--- config.mk ---
export PLATFORM = sky130hd
export DESIGN_NAME = txab_ctrl
export DESIGN_NICKNAME = d
export VERILOG_FILES = /design/src/rtl/txab_pkg.sv /design/src/rtl/txab_retry.sv /design/src/rtl/txab_defer.sv /design/src/rtl/txab_cause.sv /design/src/rtl/txab_ctrl.sv
export SDC_FILE = /design/constraint.sdc
export NUM_CORES = 1
export LEC_CHECK = 0
export BUFFER_PORTS_ARGS = -buffer_cell sky130_fd_sc_hd__buf_2
export CORE_MARGIN = 4
export CORE_UTILIZATION = 50
export DETAILED_ROUTE_END_ITERATION = 8
export HOLD_SLACK_MARGIN = 0.15
export PLACE_DENSITY = 0.77
export SLEW_MARGIN = 20
export SYNTH_ARGS = -nofsm -noshare
export SYNTH_HDL_FRONTEND = slang
export SYNTH_SLANG_ARGS = --single-unit
--- constraint.sdc ---
create_clock -name clk -period 3.1 [get_ports clk]
set_input_delay 0.62 -clock clk [delete_from_list [all_inputs] [get_ports clk]]
set_output_delay 0.62 -clock clk [all_outputs]
set_load 0.005 [all_outputs]
--- src/rtl/txab_pkg.sv ---
package txab_pkg;
  typedef enum logic [2:0] {
    CZ_NONE, CZ_CANCEL, CZ_OVERSIZE, CZ_LATE64,
    CZ_LATEWIN, CZ_RETRY, CZ_DEFER, CZ_DONE
  } cause_e;

  function automatic logic is_abort(cause_e c);
    return (c == CZ_OVERSIZE) || (c == CZ_LATE64) || (c == CZ_LATEWIN) ||
           (c == CZ_RETRY) || (c == CZ_DEFER);
  endfunction
endpackage

--- src/rtl/txab_retry.sv ---
module txab_retry #(
  parameter int RETRY_W = 4
) (
  input  logic               clk,
  input  logic               rst,
  input  logic               start,
  input  logic               count_en,
  input  logic [RETRY_W-1:0] max_retry,
  output logic               limit_hit
);
  localparam int CNT_W = RETRY_W + 1;
  logic [CNT_W-1:0] cnt_q;

  // The collision being counted now would push the total past the maximum
  assign limit_hit = count_en && (cnt_q >= CNT_W'(max_retry));

  always_ff @(posedge clk) begin
    if (rst || start) cnt_q <= '0;
    else if (count_en && !(&cnt_q)) cnt_q <= cnt_q + 1'b1;
  end
endmodule

--- src/rtl/txab_defer.sv ---
module txab_defer #(
  parameter int DEFER_CYCLES = 60718
) (
  input  logic clk,
  input  logic rst,
  input  logic start,
  input  logic enable,
  input  logic busy,
  output logic limit_hit
);
  localparam int CW = $clog2(DEFER_CYCLES + 1);
  localparam logic [CW-1:0] LAST = CW'(DEFER_CYCLES - 1);
  logic [CW-1:0] cnt_q;

  assign limit_hit = enable && busy && (cnt_q == LAST);

  always_ff @(posedge clk) begin
    if (rst || start || !enable || !busy) cnt_q <= '0;
    else if (cnt_q != LAST) cnt_q <= cnt_q + 1'b1;
  end
endmodule

--- src/rtl/txab_cause.sv ---
module txab_cause
  import txab_pkg::*;
#(
  parameter int LEN_W = 11,
  parameter int WIN_W = 8,
  parameter int LATE_BYTES = 64
) (
  input  logic             active,
  input  logic             host_cancel,
  input  logic             tx_done,
  input  logic             col_evt,
  input  logic [LEN_W-1:0] col_byte,
  input  logic [LEN_W-1:0] frame_len,
  input  logic [WIN_W-1:0] cfg_col_win,
  input  logic [LEN_W-1:0] cfg_max_len,
  input  logic             cfg_huge_en,
  input  logic             pkt_override,
  input  logic             pkt_huge,
  input  logic             cfg_full_dup,
  input  logic             retry_hit,
  input  logic             defer_hit,
  output logic             col_count_en,
  output cause_e           cause
);
  localparam int XW = (LEN_W > WIN_W) ? LEN_W : WIN_W;
  logic half_col, past64, past_win, oversize;

  assign half_col = active && col_evt && !cfg_full_dup;
  assign past64   = XW'(col_byte) >= XW'(LATE_BYTES);
  assign past_win = XW'(col_byte) > XW'(cfg_col_win);
  assign oversize = (frame_len > cfg_max_len) && !cfg_huge_en &&
                    !(pkt_override && pkt_huge);
  assign col_count_en = half_col && !past64 && !past_win;

  always_comb begin
    cause = CZ_NONE;
    if (!active)                    cause = CZ_NONE;
    else if (host_cancel)           cause = CZ_CANCEL;
    else if (oversize)              cause = CZ_OVERSIZE;
    else if (half_col && past64)    cause = CZ_LATE64;
    else if (half_col && past_win)  cause = CZ_LATEWIN;
    else if (retry_hit)             cause = CZ_RETRY;
    else if (defer_hit)             cause = CZ_DEFER;
    else if (tx_done)               cause = CZ_DONE;
  end
endmodule

--- src/rtl/txab_ctrl.sv ---
module txab_ctrl
  import txab_pkg::*;
#(
  parameter int LEN_W        = 11,
  parameter int ADDR_W       = 13,
  parameter int RETRY_W      = 4,
  parameter int WIN_W        = 8,
  parameter int LATE_BYTES   = 64,
  parameter int DEFER_CYCLES = 60718
) (
  input  logic              clk,
  input  logic              rst,
  input  logic              go,
  input  logic              host_cancel,
  input  logic              host_clr_abort,
  input  logic              host_clr_late,
  input  logic [ADDR_W-1:0] end_ptr,
  input  logic [LEN_W-1:0]  frame_len,
  input  logic              col_evt,
  input  logic [LEN_W-1:0]  col_byte,
  input  logic              medium_busy,
  input  logic              tx_done,
  input  logic [RETRY_W-1:0] cfg_max_retry,
  input  logic [WIN_W-1:0]  cfg_col_win,
  input  logic [LEN_W-1:0]  cfg_max_len,
  input  logic              cfg_huge_en,
  input  logic              pkt_override,
  input  logic              pkt_huge,
  input  logic              cfg_defer_wait,
  input  logic              cfg_full_dup,
  output logic              tx_req,
  output logic              abort_st,
  output logic              late_st,
  output logic              sv_wr,
  output logic [ADDR_W-1:0] sv_addr,
  output logic              evt_abort,
  output logic              evt_done
);
  logic              active_q;
  logic [ADDR_W-1:0] end_q;
  logic              start, col_count_en, retry_hit, defer_hit, ab_now, late_now;
  cause_e            cause;

  assign start  = go && !active_q;
  assign tx_req = active_q;

  txab_retry #(.RETRY_W(RETRY_W)) u_retry (
    .clk(clk), .rst(rst), .start(start), .count_en(col_count_en),
    .max_retry(cfg_max_retry), .limit_hit(retry_hit));

  txab_defer #(.DEFER_CYCLES(DEFER_CYCLES)) u_defer (
    .clk(clk), .rst(rst), .start(start),
    .enable(active_q && !cfg_full_dup && !cfg_defer_wait),
    .busy(medium_busy), .limit_hit(defer_hit));

  txab_cause #(.LEN_W(LEN_W), .WIN_W(WIN_W), .LATE_BYTES(LATE_BYTES)) u_cause (
    .active(active_q), .host_cancel(host_cancel), .tx_done(tx_done),
    .col_evt(col_evt), .col_byte(col_byte), .frame_len(frame_len),
    .cfg_col_win(cfg_col_win), .cfg_max_len(cfg_max_len),
    .cfg_huge_en(cfg_huge_en), .pkt_override(pkt_override), .pkt_huge(pkt_huge),
    .cfg_full_dup(cfg_full_dup), .retry_hit(retry_hit), .defer_hit(defer_hit),
    .col_count_en(col_count_en), .cause(cause));

  assign ab_now   = is_abort(cause);
  assign late_now = (cause == CZ_LATE64);

  // Transmission sequencing and end-of-frame strobes
  always_ff @(posedge clk) begin
    if (rst) begin
      active_q  <= 1'b0;
      end_q     <= '0;
      sv_wr     <= 1'b0;
      sv_addr   <= '0;
      evt_abort <= 1'b0;
      evt_done  <= 1'b0;
    end else begin
      sv_wr     <= 1'b0;
      evt_abort <= 1'b0;
      evt_done  <= 1'b0;
      if (start) begin
        active_q <= 1'b1;
        end_q    <= end_ptr;
      end else if (cause != CZ_NONE) begin
        active_q  <= 1'b0;
        evt_done  <= 1'b1;
        evt_abort <= ab_now;
        if (cause != CZ_CANCEL) begin
          sv_wr   <= 1'b1;
          sv_addr <= end_q + 1'b1;
        end
      end
    end
  end

  // Sticky status: a set wins over a simultaneous host clear
  always_ff @(posedge clk) begin
    if (rst) begin
      abort_st <= 1'b0;
      late_st  <= 1'b0;
    end else begin
      abort_st <= ab_now   | (abort_st & ~host_clr_abort);
      late_st  <= late_now | (late_st  & ~host_clr_late);
    end
  end

  a_r9_abort_with_done: assert property (@(posedge clk) disable iff (rst)
    evt_abort |-> evt_done);
  a_r9_req_dropped: assert property (@(posedge clk) disable iff (rst)
    evt_done |-> !tx_req);
  a_r9_abort_sets_status: assert property (@(posedge clk) disable iff (rst)
    evt_abort |-> abort_st);
  a_r10_abort_sticky: assert property (@(posedge clk) disable iff (rst)
    abort_st && !host_clr_abort |=> abort_st);
  a_r10_late_sticky: assert property (@(posedge clk) disable iff (rst)
    late_st && !host_clr_late |=> late_st);
  a_r8_no_late_in_full: assert property (@(posedge clk) disable iff (rst)
    cfg_full_dup && !late_st |=> !late_st);
  a_r11_cancel_no_abort: assert property (@(posedge clk) disable iff (rst)
    tx_req && host_cancel |=> evt_done && !evt_abort && !sv_wr);
  a_r2_wr_single: assert property (@(posedge clk) disable iff (rst)
    sv_wr |=> !sv_wr);
endmodule

==> results of run 1 <==
registers in the layout, indices dropped and copies added, names as in the netlist:
name	cells
evt_abort	1
late_st	1
u_retry.cnt_q	5
abort_st	1
u_defer.cnt_q	16
sv_addr	13
sv_wr	1
end_q	13
tx_req	1
evt_done	1
where the power goes:
group	total, W	leakage (nW)	internal [W]	switching, W
registers	0.000720	0.430	0.000701	0.0000193
clock network	0.000405	0.0447	0.000163	0.000242
logic	0.000212	1.25	0.000102	0.000111
final cells by class:
class | instances | area (um2)
sequential | 53 | 1060
clock buffer | 5 | 68.8
multi-input combinational | 265 | 1910
fill | 561 | 2270
timing repair buffer | 92 | 465
clock inverter | 3 | 25.0
inverter | 42 | 158
tap | 75 | 93.8
worst max-delay path: cells and delay by family:
family | cells | cell delay, ps
AOI/OAI and AO/OA | 5 | 1570
adders and majority gates | 1 | 310
buffers and inverters | 1 | 100
cells in the final DEF, fill, tap and decap left out, types with 3 or more instances in the layout:
| cell | n |
|---|---|
| a211oi_1 | 9 |
| a211oi_2 | 7 |
| a21oi_1 | 23 |
| a311oi_1 | 11 |
| and3_1 | 9 |
| and4_1 | 5 |
| buf_2 | 90 |
| clkbuf_8 | 5 |
| dfxtp_1 | 53 |
| ha_1 | 28 |
| inv_1 | 42 |
| nand2_1 | 38 |
| nand2b_1 | 6 |
| nand3_1 | 15 |
| nand4_1 | 7 |
| nor2_1 | 26 |
| nor2b_1 | 6 |
| nor3_1 | 3 |
| o21ai_0 | 5 |
| or3_1 | 3 |
| xnor2_1 | 17 |
| xor2_1 | 11 |
cell families after synthesis:
group,after synthesis,synth area share (%)
buffers and inverters,56,7.11
AO/OA/AOI/OAI,72,18.0
XOR/XNOR,28,7.66
flip-flops,53,33.1
adder cells (fa/ha/maj),28,10.9
multiplexers,2,0.625
AND/OR/NAND/NOR,135,22.6
metal layers:
layer / up-vias / part of all wire, %
met5: - / 0
met4: 0 / 1.7
met3: 14 / 4.4
met2: 67 / 50
met1: 1336 / 44
li1: 1476 / -
Yosys cell counts (all sizes together) (7+ instances only):
library cell,count
ha,28
xnor2,17
a21oi,23
nand4,8
clkbuf,7
dfxtp,53
inv,42
xor2,11
a311oi,11
nand3,15
a211oi,16
buf,7
and3,9
nor2,28
nand2,38
final timing paths:
path | slack [ps] | to | depth (start not counted)
max reg2reg | 820 | sv_addr[8] | 9
max | 680 | sv_addr[4] | 7
min | 460 | sv_addr[11] | 2
min reg2reg | 460 | sv_addr[11] | 2
through the flow:
stage	worst slack [ps]	total power [W]	utilization (%)	instance area, um2
5_1_grt	582	0.00141	62.5	3790
4_1_cts	693	0.00136	62.5	3790
6_report	679	0.00134	62.5	3790
3_3_place_gp	384	0.000942	60.9	3690
2_1_floorplan	599	0.000863	-	3200
3_5_place_dp	340	0.000948	60.9	3690
==> flow_metrics.py, run 1 <==
metrics = {
    "routing": {
        "wl_per_cell_um": 13.3,
        "viasPerCell": 5.41,
        "wirelength_um": 7140,
        "first_iter_violations": 136,
        "first_pass_iters": 4,
        "ant_nets": 0,
        "drc": 0,
        "vias": 2893,
    },
    "sta": {
        "worst_slew_pin_slew_ps": 772,
        "fin_skew_ps": 16.8,
        "period_needed_ps": 2420,
        "final_hold_viol_count": 0,
        "fin_hold_ws_ps": 460,
        "rsz0062_at_grt": "false",
        "finalMaxSlewViolations": 0,
        "tns_ps": 0,
        "fin_crit_sh_pct": 78.1,
        "slew_headroom_pct": 48.4,
        "fmax_ghz": 0.413,
        "setup_viol": 0,
    },
    "placement": {
        "io_buffers": 90,
        "dp_hpwl_um": 5700,
        "dp_cells": 527,
        "place_congestion": 0.789,
    },
    "clocking": {
        "postCtsSetupRepairBufs": 0,
        "ctsResizeCount": 0,
        "hold_buffers": 0,
        "numCtsBuffers": 5,
        "htreeDepth": 2,
        "path_clk_slew_ps": 110,
        "cts_sinks": 53,
        "cts_tree": "done",
        "cts-root-buf": "clkbuf_8",
        "cts_max_path_buffers": 2,
        "clk_latency_ps": 320,
    },
    "synthesis": {
        "synth_cell_types": 51,
        "post-synth-top-area-cell": "dfxtp_1",
        "synth-edff-count": 0,
        "syn_area_per_cell_um2": 8.56,
        "synth_warnings": 0,
        "synthFlopType": "dfxtp_1",
        "synth_cells": 374,
        "synth_top_cell_area_share_pct": 33.1,
        "synth-seq-area-share_pct": 33.1,
        "syn-num-nets": 474,
        "synth_area_leaders": "dfxtp_1 33%, ha_1 11%, inv_1 4.9%",
        "ys_async_sr_fraction_pct": 0,
        "syn_area_mm2": 0.00320,
        "synth.ff_latch_count": 53,
    },
    "setup_path": {
        "slowest_delay_ps": 410,
        "worstPathArrival_ps": 2600,
        "path_cells": "buf_2 -> ha_1 -> a22o_1 -> o41a_1 -> o311ai_4 -> a31o_2 -> a211oi_1",
        "required_ps": 3280,
        "end_kind": "flip-flop",
        "cp_max_fo": 11,
        "crit_slowest_cell": "o41a_1",
        "crit_type": "in2reg",
        "startpoint": "frame_len[6]",
        "start_kind": "input port",
        "r2r-start": "u_retry.cnt_q[0]",
    },
    "floorplanning": {
        "fp.dieH_um": 88.0,
        "io_pins": 91,
        "core_mm2": 0.00606,
        "die_area_mm2": 0.00775,
        "start_util_pct": 52.8,
        "die-width_um": 88.0,
        "placementRows": 28,
    },
    "worst_hold_path": {
        "min_from": "sv_addr[11]",
        "hp-class": "reg2reg",
    },
    "grt": {
        "grt_usage_pct": 19.0,
        "grt_remaining_overflow": 0,
        "grt_pass1_wl_um": 11900,
        "antenna_found_initial": 0,
        "grt_max_degree": 33,
        "grt_use_met3_pct": 2.92,
        "use_met1_pct": 23.0,
        "first_global_vias": 2822,
        "grt-busiest-layer": "met2",
        "grt_util_met2_pct": 34.2,
    },
    "run_status": {
        "status": "completed",
    },
    "power": {
        "leakage_nw": 1.72,
        "power.density_mw_per_mm2": 353,
        "irDropWorstVdd_uv": 271,
    },
    "layout": {
        "insertedDiodeCount": 0,
        "instances_no_fill": 535,
        "synthToLayoutAreaGrowth_pct": 18.2,
        "final_nets": 559,
        "drive_above_1_share_pct": 25.9,
    },
    "flow_run": {
        "cap_violations": 0,
    },
}
(Power assumes the default switching activity.)
==> run 2, diff against run 1 <==
- ABC_AREA: default -> 1
- CORE_UTILIZATION: 50 -> 47
- PLACE_DENSITY: 0.77 -> 0.76
- clock period: 3.1 -> 2.2 ns (I/O delays scaled with it)
==> flow_metrics.py, run 2 <==
metrics = {
    "power": {
        "power_frac_comb_pct": 17.7,
        "power_w": 0.00189,
        "leakage_nw": 1.85,
        "power.density_mw_per_mm2": 497,
        "irDropWorstVdd_uv": 602,
        "p_sw_share_pct": 27.2,
        "switchingPower_w": 0.000515,
        "p_clk_share_pct": 27.8,
        "p_seq_share_pct": 54.5,
        "p_int_w": 0.00138,
    },
    "routing": {
        "wirelength_um": 7020,
        "ant_nets": 0,
        "vias": 2967,
        "first_iter_violations": 52,
        "first_pass_iters": 4,
        "wl_met3_um": 359,
        "highest_layer": "met4",
        "wl_met2_um": 3520,
        "drc": 0,
        "viasPerCell": 4.94,
        "drt-met1-wl_um": 3020,
        "wl_per_cell_um": 11.7,
    },
    "sta": {
        "finalMaxSlewViolations": 0,
        "worst_slew_pin_slew_ps": 635,
        "timing.final.ws_setup_ps": 92.7,
        "fin_skew_ps": 4.05,
        "period_needed_ps": 2110,
        "fin_hold_ws_ps": 383,
        "slew_headroom_pct": 57.7,
        "setup_viol": 0,
        "final_hold_viol_count": 0,
        "fin_crit_sh_pct": 95.8,
        "fmax_ghz": 0.475,
    },
    "layout": {
        "top_register": "u_defer.cnt_q",
        "drive_above_1_share_pct": 28.6,
        "final_common_cell": "buf_2",
        "mostFrequentLayoutCells": "90 x buf_2, 59 x inv_1, 56 x nor2_1",
        "top_regs": "u_defer.cnt_q: 16 flops, end_q: 13 flops, sv_addr: 13 flops",
        "fillers": 604,
        "largest_reg_flops": 16,
        "insertedDiodeCount": 0,
        "final_nets": 623,
        "instances_no_fill": 601,
        "synthToLayoutAreaGrowth_pct": 21.8,
        "final_util_pct": 59.3,
    },
    "setup_path": {
        "start_kind": "flip-flop",
        "crit_type": "reg2reg",
        "end_kind": "flip-flop",
        "required_ps": 2440,
        "worstPathArrival_ps": 2350,
        "cp_max_fo": 4,
    },
    "clocking": {
        "path_clk_slew_ps": 90,
        "cts_tree": "done",
        "cts-root-buf": "clkbuf_8",
        "numCtsBuffers": 5,
        "clk_latency_ps": 300,
        "cts_max_path_buffers": 2,
        "cts_sinks": 53,
        "hold_buffers": 0,
        "htreeDepth": 2,
    },
    "synthesis": {
        "synth_top_cell_area_share_pct": 33.9,
        "synthFlopType": "dfxtp_1",
        "synth-seq-area-share_pct": 33.9,
        "synth.ff_latch_count": 53,
        "synth_area_leaders": "dfxtp_1 34%, ha_1 11%, inv_1 7.2%",
        "syn_area_mm2": 0.00313,
        "synth_warnings": 0,
        "synth_cell_types": 37,
        "post-synth-top-area-cell": "dfxtp_1",
        "ys_async_sr_fraction_pct": 0,
        "yosysMostFrequentCell": "inv_1",
        "netlist_top_cells_count": "60 x inv_1, 57 x nor2_1, 53 x dfxtp_1",
        "synth_cells": 422,
        "syn-num-nets": 522,
        "synth-edff-count": 0,
        "syn_area_per_cell_um2": 7.42,
    },
    "floorplanning": {
        "io_pins": 91,
        "fp.dieH_um": 89.6,
        "start_util_pct": 48.7,
        "placementRows": 29,
        "die_area_mm2": 0.00803,
        "die-width_um": 89.6,
        "core_mm2": 0.00642,
    },
    "placement": {
        "io_buffers": 90,
        "dp_cells": 592,
        "pre_cts_ws_ps": -116,
        "place_congestion": 0.851,
        "dp_hpwl_um": 5760,
    },
    "grt": {
        "grt_usage_pct": 18.0,
        "first_global_vias": 2826,
        "antenna_found_initial": 0,
        "grt_max_degree": 27,
        "grt_remaining_overflow": 0,
        "grt_pass1_wl_um": 11600,
    },
    "run_status": {
        "status": "completed",
    },
    "flow_run": {
        "cap_violations": 0,
    },
    "worst_hold_path": {
        "hp-class": "in2reg",
    },
}
## run 2: changes by cell type after synthesis, moves of 11 or more
cell | before | now
a311oi_1 | 11 | 0
inv_1 | 42 | 60
nand2_1 | 38 | 50
nor2_1 | 26 | 57
o21ai_0 | 5 | 29
xnor2_1 | 17 | 5
## run 2: timing repair
| item | in CTS | in global routing |
|---|---|---|
| gates resized for setup | 0 | 6 |
| endpoints found under the setup margin | 0 | 10 |
| setup buffers | 0 | 1 |
## run 2: layout make-up
cell class	count	area [um2]	share of cell area [%]
Timing Repair Buffer	100	526	13.8
Multi-Input combinational cell	296	1790	47.0
Tap cell	77	96.3	2.53
Inverter	67	251	6.60
Clock buffer	6	72.6	1.90
Sequential cell	53	1060	27.9
Clock inverter	2	10.0	0.263
## run 2: critical path: stages (launching register included)
cell	delay, ps
dfxtp_2	340
inv_1	80
ha_1	280
nand4_1	80
or2_2	270
nand3b_1	120
nand3_2	120
nand3_1	90
nand2_1	80
nand2_2	130
buf_4	140
inv_1	50
nand3_1	90
nand2_2	70
a21oi_2	110
## run 2: kinds of logic (layout without fill, tap and decap cells)
kind of cell	count (synthesis)	count (layout)	share of synthesized area, %
AO/OA/AOI/OAI	84	84	15.6
XOR/XNOR	12	12	3.36
adder cells (fa/ha/maj)	28	28	11.2
buffers and inverters	73	175	9.36
flip-flops	53	53	33.9
AND/OR/NAND/NOR	172	172	26.6
## run 2: power groups by stage
stage,Combinational [W],Clock [W],Sequential (W)
after floorplan,0.000200,0,0.00105
after global placement,0.000320,0,0.00105
after detailed placement,0.000335,0,0.00105
after CTS,0.000337,0.000538,0.00103
after global routing,0.000388,0.000578,0.00104
final,0.000335,0.000526,0.00103
## run 2: worst paths after layout
kind                         start       end  slack (ps)  cells past startpoint
setup reg to reg  u_retry.cnt_q[0]  abort_st          90                     14
hold reg to reg           abort_st  abort_st         490                      2
setup / recovery  u_retry.cnt_q[0]  abort_st          90                     14
hold / removal          end_ptr[1]  end_q[1]         380                      3
## run 2: through the flow
stage	TNS (ps)	instance area, um2
5_1_grt	-5.60	3810
3_5_place_dp	-893	3700
3_3_place_gp	-38.8	3700
6_report	0	3810
4_1_cts	0	3780
2_1_floorplan	0	3130
## run 2: per-layer routing
metal	track usage, %	vias up
met5	0	-
met4	5.28	0
met3	3.92	10
met2	33.6	58
met1	20.4	1325
li1	-	1574
